**src/rtl/keeper_tx_pkg.sv**
```systemverilog
package keeper_tx_pkg;

   localparam int PAR_NONE = 0;
   localparam int PAR_EVEN = 1;
   localparam int PAR_ODD  = 2;

   // number of bit-times in one frame
   function automatic int frame_bits(input int dw, input int pm, input int sb);
      return 1 + dw + ((pm == PAR_NONE) ? 0 : 1) + sb;
   endfunction

endpackage

```
**src/rtl/keeper_tx_framer.sv**
```systemverilog
module keeper_tx_framer
   import keeper_tx_pkg::*;
#(
   parameter int DATA_W      = 8,
   parameter int PARITY_MODE = PAR_EVEN,
   parameter int STOP_BITS   = 2,
   localparam int FRAME_LEN  = frame_bits(DATA_W, PARITY_MODE, STOP_BITS)
) (
   input  logic [DATA_W-1:0]    data_i,
   output logic [FRAME_LEN-1:0] frame_o   // bit 0 leaves first
);

   generate
      if (PARITY_MODE == PAR_NONE) begin : g_nopar
         assign frame_o = {{STOP_BITS{1'b1}}, data_i, 1'b0};
      end else begin : g_par
         logic par_bit;
         assign par_bit = (^data_i) ^ (PARITY_MODE == PAR_ODD);
         assign frame_o = {{STOP_BITS{1'b1}}, par_bit, data_i, 1'b0};
      end
   endgenerate

endmodule

```
**src/rtl/keeper_tx_sync.sv**
```systemverilog
module keeper_tx_sync #(
   parameter int STAGES = 0
) (
   input  logic clk,
   input  logic rst_n,
   input  logic d_i,
   output logic q_o
);

   generate
      if (STAGES == 0) begin : g_bypass
         assign q_o = d_i;
      end else begin : g_chain
         logic [STAGES-1:0] chain_q;
         always_ff @(posedge clk or negedge rst_n) begin
            if (!rst_n) begin
               chain_q <= '1;   // idle wire is high
            end else begin
               chain_q[0] <= d_i;
               for (int i = 1; i < STAGES; i++) begin
                  chain_q[i] <= chain_q[i-1];
               end
            end
         end
         assign q_o = chain_q[STAGES-1];
      end
   endgenerate

endmodule

```
**src/rtl/keeper_tx_collide.sv**
```systemverilog
module keeper_tx_collide #(
   parameter int LAG = 0
) (
   input  logic clk,
   input  logic rst_n,
   input  logic line_i,    // raw wire level
   input  logic exp_i,     // bit the transmitter presents
   input  logic chk_i,     // driver released this bit-time
   input  logic clear_i,
   output logic hit_o,     // mismatch seen this cycle
   output logic flag_o
);

   logic line_s;
   logic exp_al;
   logic chk_al;
   logic flag_q;

   keeper_tx_sync #(.STAGES(LAG)) u_sync (
      .clk   (clk),
      .rst_n (rst_n),
      .d_i   (line_i),
      .q_o   (line_s)
   );

   // delay the expectation by as many stages as the synchronizer adds
   generate
      if (LAG == 0) begin : g_nodelay
         assign exp_al = exp_i;
         assign chk_al = chk_i;
      end else begin : g_delay
         logic [LAG-1:0] exp_p;
         logic [LAG-1:0] chk_p;
         always_ff @(posedge clk or negedge rst_n) begin
            if (!rst_n) begin
               exp_p <= '1;
               chk_p <= '0;
            end else begin
               exp_p[0] <= exp_i;
               chk_p[0] <= chk_i;
               for (int i = 1; i < LAG; i++) begin
                  exp_p[i] <= exp_p[i-1];
                  chk_p[i] <= chk_p[i-1];
               end
            end
         end
         assign exp_al = exp_p[LAG-1];
         assign chk_al = chk_p[LAG-1];
      end
   endgenerate

   assign hit_o = chk_al & (line_s != exp_al);

   // a fresh mismatch wins over a clear request
   always_ff @(posedge clk or negedge rst_n) begin
      if (!rst_n) begin
         flag_q <= 1'b0;
      end else if (hit_o) begin
         flag_q <= 1'b1;
      end else if (clear_i) begin
         flag_q <= 1'b0;
      end
   end

   assign flag_o = flag_q;

endmodule

```
**src/rtl/keeper_tx.sv**
```systemverilog
module keeper_tx
   import keeper_tx_pkg::*;
#(
   parameter int DATA_W      = 8,
   parameter int PARITY_MODE = PAR_EVEN,
   parameter int STOP_BITS   = 2,
   parameter int SYNC_STAGES = 0
) (
   input  logic              clk,
   input  logic              rst_n,
   input  logic              load_valid,
   input  logic [DATA_W-1:0] load_data,
   output logic              load_ready,
   output logic              line_out,
   output logic              line_oe,
   input  logic              line_in,
   input  logic              clear_coll,
   output logic              collision,
   output logic              busy
);

   localparam int FRAME_LEN = frame_bits(DATA_W, PARITY_MODE, STOP_BITS);
   localparam int CNT_W     = $clog2(FRAME_LEN + 1);
   localparam logic [CNT_W-1:0] LAST_IDX = CNT_W'(FRAME_LEN - 1);

   // parameter guards
   initial begin
      if (DATA_W < 1) $fatal(1, "keeper_tx: DATA_W must be at least 1");
      if (STOP_BITS < 2) $fatal(1, "keeper_tx: STOP_BITS below 2 leaves frames without a check");
      if (PARITY_MODE < PAR_NONE || PARITY_MODE > PAR_ODD)
         $fatal(1, "keeper_tx: PARITY_MODE out of range");
      if (SYNC_STAGES < 0 || SYNC_STAGES > 4)
         $fatal(1, "keeper_tx: SYNC_STAGES must be 0..4");
   end

   logic [FRAME_LEN-1:0] frame_w;
   logic [FRAME_LEN-1:0] shreg_q;
   logic [CNT_W-1:0]     cnt_q;
   logic                 busy_q;
   logic                 prev_q;
   logic                 cur_bit;
   logic                 accept;
   logic                 chk_en;
   logic                 hit;

   keeper_tx_framer #(
      .DATA_W      (DATA_W),
      .PARITY_MODE (PARITY_MODE),
      .STOP_BITS   (STOP_BITS)
   ) u_framer (
      .data_i  (load_data),
      .frame_o (frame_w)
   );

   assign cur_bit    = shreg_q[0];
   assign load_ready = ~busy_q;
   assign accept     = load_valid & ~busy_q;
   assign line_out   = busy_q ? cur_bit : prev_q;
   assign line_oe    = busy_q & (cur_bit != prev_q);
   assign chk_en     = busy_q & ~line_oe;

   keeper_tx_collide #(.LAG(SYNC_STAGES)) u_collide (
      .clk     (clk),
      .rst_n   (rst_n),
      .line_i  (line_in),
      .exp_i   (cur_bit),
      .chk_i   (chk_en),
      .clear_i (clear_coll),
      .hit_o   (hit),
      .flag_o  (collision)
   );

   always_ff @(posedge clk or negedge rst_n) begin
      if (!rst_n) begin
         busy_q  <= 1'b0;
         prev_q  <= 1'b1;
         shreg_q <= '1;
         cnt_q   <= '0;
      end else if (hit) begin
         // abandon the frame; the next start bit must be driven
         busy_q  <= 1'b0;
         prev_q  <= 1'b1;
         shreg_q <= '1;
         cnt_q   <= '0;
      end else if (accept) begin
         busy_q  <= 1'b1;
         shreg_q <= frame_w;
         cnt_q   <= '0;
      end else if (busy_q) begin
         prev_q  <= cur_bit;
         shreg_q <= {1'b1, shreg_q[FRAME_LEN-1:1]};
         if (cnt_q == LAST_IDX) begin
            busy_q <= 1'b0;
            cnt_q  <= '0;
         end else begin
            cnt_q <= cnt_q + 1'b1;
         end
      end
   end

   assign busy = busy_q;

endmodule

```
**config.mk**
```make
export PLATFORM = sky130hd
export DESIGN_NAME = keeper_tx
export DESIGN_NICKNAME = d
export VERILOG_FILES = /design/src/rtl/keeper_tx_pkg.sv /design/src/rtl/keeper_tx_framer.sv /design/src/rtl/keeper_tx_sync.sv /design/src/rtl/keeper_tx_collide.sv /design/src/rtl/keeper_tx.sv
export SDC_FILE = /design/constraint.sdc
export NUM_CORES = 1
export LEC_CHECK = 0
export BUFFER_PORTS_ARGS = -buffer_cell sky130_fd_sc_hd__buf_2
export CAP_MARGIN = 10
export CORE_ASPECT_RATIO = 1.5
export CORE_MARGIN = 3
export CORE_UTILIZATION = 47
export CTS_CLUSTER_DIAMETER = 50
export DETAILED_ROUTE_END_ITERATION = 8
export GPL_TIMING_DRIVEN = 0
export HOLD_SLACK_MARGIN = 0.15
export PLACE_DENSITY = 0.72
export SETUP_SLACK_MARGIN = 0.5
export SLEW_MARGIN = 20
export SYNTH_ARGS = -nofsm -noshare
export SYNTH_HDL_FRONTEND = slang
export SYNTH_SLANG_ARGS = --single-unit
```
**constraint.sdc**
```tcl
create_clock -name clk -period 1.2 [get_ports clk]
set_clock_uncertainty 0.05 [all_clocks]
set_input_delay 0.06 -clock clk [delete_from_list [all_inputs] [get_ports clk]]
set_output_delay 0.06 -clock clk [all_outputs]
set_load 0.01 [all_outputs]
```
==> impl_results.md <==
- Area leader, netlist: dfstp_2
- Fin nets: roughly 130
- Non-Filler Instances: approximately 140
- Status: finished, violations left
- Root Driver: clkbuf_4
- Peak supply drop: approximately 1.0 mV
- Worst-Skew Late Latency: 0.30 ns
- Worst reg-to-reg path cell count: 4
- Synthesized flop and latch total: 17
- Die area: 0.00255 sq mm
- Most common cell after layout, fill and taps aside: buf_2
- FF-to-FF End: cnt_q[2]$_DFFE_PN0P_
- Max FO, Critical Path: 5
- Cell area after layout: roughly 0.0013 sq mm
- PwrDens: 2500 mW/mm^2
- DRC Markers: 0
- Initial antenna violation count: 0
- 1st-iter DRT viols: 11
- Placer Congestion: 0.845
- Crit path from: prev_q$_DFFE_PN1P_
- CTS hold repair buffers: 1
- Synthesized area per cell: between 10 and 15 sq um
- Starting Density: 50.0%
- Die Y: 60.4 microns
- Chip width: 42.3 microns
- P_leak: approximately 0.54 nW
- Pins over their slew limit: 0
- Pre-antenna DRT Iters: 4
- Port Buffers: 17
- Vias: 740
- CTS buffer count: 3
- Post-synth top area share: a little under a third
- Via density: ~5.4
- Period utilization: 116%
- Max Clk Rate: roughly 720 MHz
- Core footprint: 0.00185 sq mm
- I/O Pins: 18
- Post-Syn Instances: between 80 and 90
- Vias in the first global route: between 700 and 800
- Synthesized cell area: 927 sq um
- WL per Instance: around 15 microns
- Post-place setup slack: -0.187 ns
- Crit. End Element: flip-flop
- Worst hold slack: -0.0380 ns
- # clock sinks: 17
- RSZ-0062 raised after global routing: yes
- All-Layer GR Usage: 16.8%
- Final worst slack: -0.194 ns
- Hold crit path type: in2reg
- Most frequent cells in the layout: buf_2 (16), dfstp_2 (11), xnor2_1 (9)
- Seq/Total Area, Yosys: between 40% and 50%
- Net Count, Synth: approximately 100
- Max Buffers Root-to-Sink: 2
- Placed Area: ~0.0011 sq mm
- Dpl cells: 123
- Largest net degree at the start of global routing: 18
- Fin. Hold Viols: 1
- CP required: 1.34 ns
- CP Class: reg2reg
- Share of cells above drive strength 1: 56.0%
- Critical Path End: cnt_q[2]$_DFFE_PN0P_
- Top area cells in the synthesized netlist: dfstp_2 (31%), dfrtp_1 (16%), mux2i_1 (8.6%), xnor2_1 (8.5%), nand2_1 (2.8%)
- Post-synthesis cell type count: 30
- Crit path arrival time: 1.54 ns
- Row cnt: 19
- H-tree levels: 1
- Startpoint Class: flip-flop
- Ys Warns: 0
- Slew margin rel.: about three quarters
- # diodes: 0
- Tightest Pin Transition: roughly 0.38 ns
- Max-Cap Viols: 0
- Dpl hpwl: 1300 microns
- Worst r2r src: prev_q$_DFFE_PN1P_
- Endpoints failing setup: 19
- Internal reg-to-reg setup slack: -0.19 ns
- Clk pin slew, worst setup/hold paths: 0.10 ns
- Post-route ant nets: 0
- Total gr overflow: 0
- Failing checks: negative hold slack, negative setup slack
- Minimum clock period: roughly 1.4 ns
- WL final: 2000 microns
- Synth-to-layout area growth: 36.7%
- CTS tree: yes
- First-pass GRT wire length: roughly 3200 microns
layout make-up:
type / count / area [sq um]
Clock buffer: 3 / 22.5
Buffer: 3 / 27.5
Fill cell: 140 / 587
Tap cell: 21 / 26.3
Sequential cell: 17 / 439
Inverter: 5 / 22.5
Timing Repair Buffer: 26 / 175
Clock inverter: 1 / 5.00
Multi-Input combinational cell: 61 / 549
how the worst min path moves through the flow:
stage | endpoint | cells past startpoint | slack, ns | start
2_1_floorplan | busy$_DFF_PN0_ | 0 | -0.29 | rst_n
3_3_place_gp | u_collide.flag_o$_DFFE_PN0P_ | 1 | -0.05 | rst_n
3_5_place_dp | u_collide.flag_o$_DFFE_PN0P_ | 1 | -0.05 | rst_n
4_1_cts | u_collide.flag_o$_DFFE_PN0P_ | 3 | -0.03 | clear_coll
5_1_grt | u_collide.flag_o$_DFFE_PN0P_ | 3 | -0.02 | clear_coll
6_report | u_collide.flag_o$_DFFE_PN0P_ | 3 | -0.04 | clear_coll
registers in the layout (all words and copies together) (netlist names):
register / cells
prev_q: 1
shreg_q: 10
busy: 1
cnt_q: 4
u_collide.flag_o: 1
cells in the mapped netlist, drive strengths merged:
cell type / count
a21oi: 6
nand3: 1
xnor2: 9
or3b: 1
mux2i: 8
ha: 1
or2: 1
o22ai: 1
a221o: 1
o31a: 3
dfstp: 11
a21o: 1
a22oi: 1
nor3: 1
buf: 3
or4b: 1
inv: 5
nand2: 7
dfrtp: 6
a31oi: 1
o21ai: 4
a31o: 1
nand3b: 1
a2bb2oi: 1
mux2: 1
nor2: 8
cells by family after synthesis:
logic type / synth area share [%]
DFF: 47.4
xor gates and xnor gates: 8.50
buffers and inverters: 4.32
muxes: 9.85
and+or+nand+nor: 12.6
AOI/OAI and AO/OA: 16.1
adders and majority gates: 1.35
per-stage QoR:
step,total power (W),hold WS [ns],utilization (%),setup TNS (ns)
2_1_floorplan,0.00198,-0.286,-,-0.382
3_3_place_gp,0.00226,-0.0526,57.2,-1.28
3_5_place_dp,0.00231,-0.0524,57.2,-1.68
4_1_cts,0.00286,-0.0263,62.8,-2.57
5_1_grt,0.00337,-0.0182,68.4,-2.80
6_report,0.00317,-0.0380,68.4,-2.04
worst max-delay path: stages, from the launching register on:
cell and delay [ns]:
dfstp_2 0.40, or3b_4 0.45, nand3_4 0.15, a2bb2oi_2 0.15, o22ai_1 0.08
power by group:
part | internal [W] | switching [W]
Clock | 0.000125 | 0.000196
Combinational | 0.000907 | 0.000840
Sequential | 0.000919 | 0.000187
what timing repair did:
item,CTS,global route
gates cloned,1,0
setup endpoints to repair,22,22
buffers inserted,4,4
pin swaps,10,5
gates resized for setup,6,16
hold endpoints to repair,29,12
metal layers:
layer,part of all wire [%],routed length [microns],track usage (%)
met1,43,860,19.2
met2,52,1030,30.9
met3,3.5,69,2.08
met4,1.8,36,8.00
met5,0,0,0
Note: power is estimated with default switching activity, not from simulation.
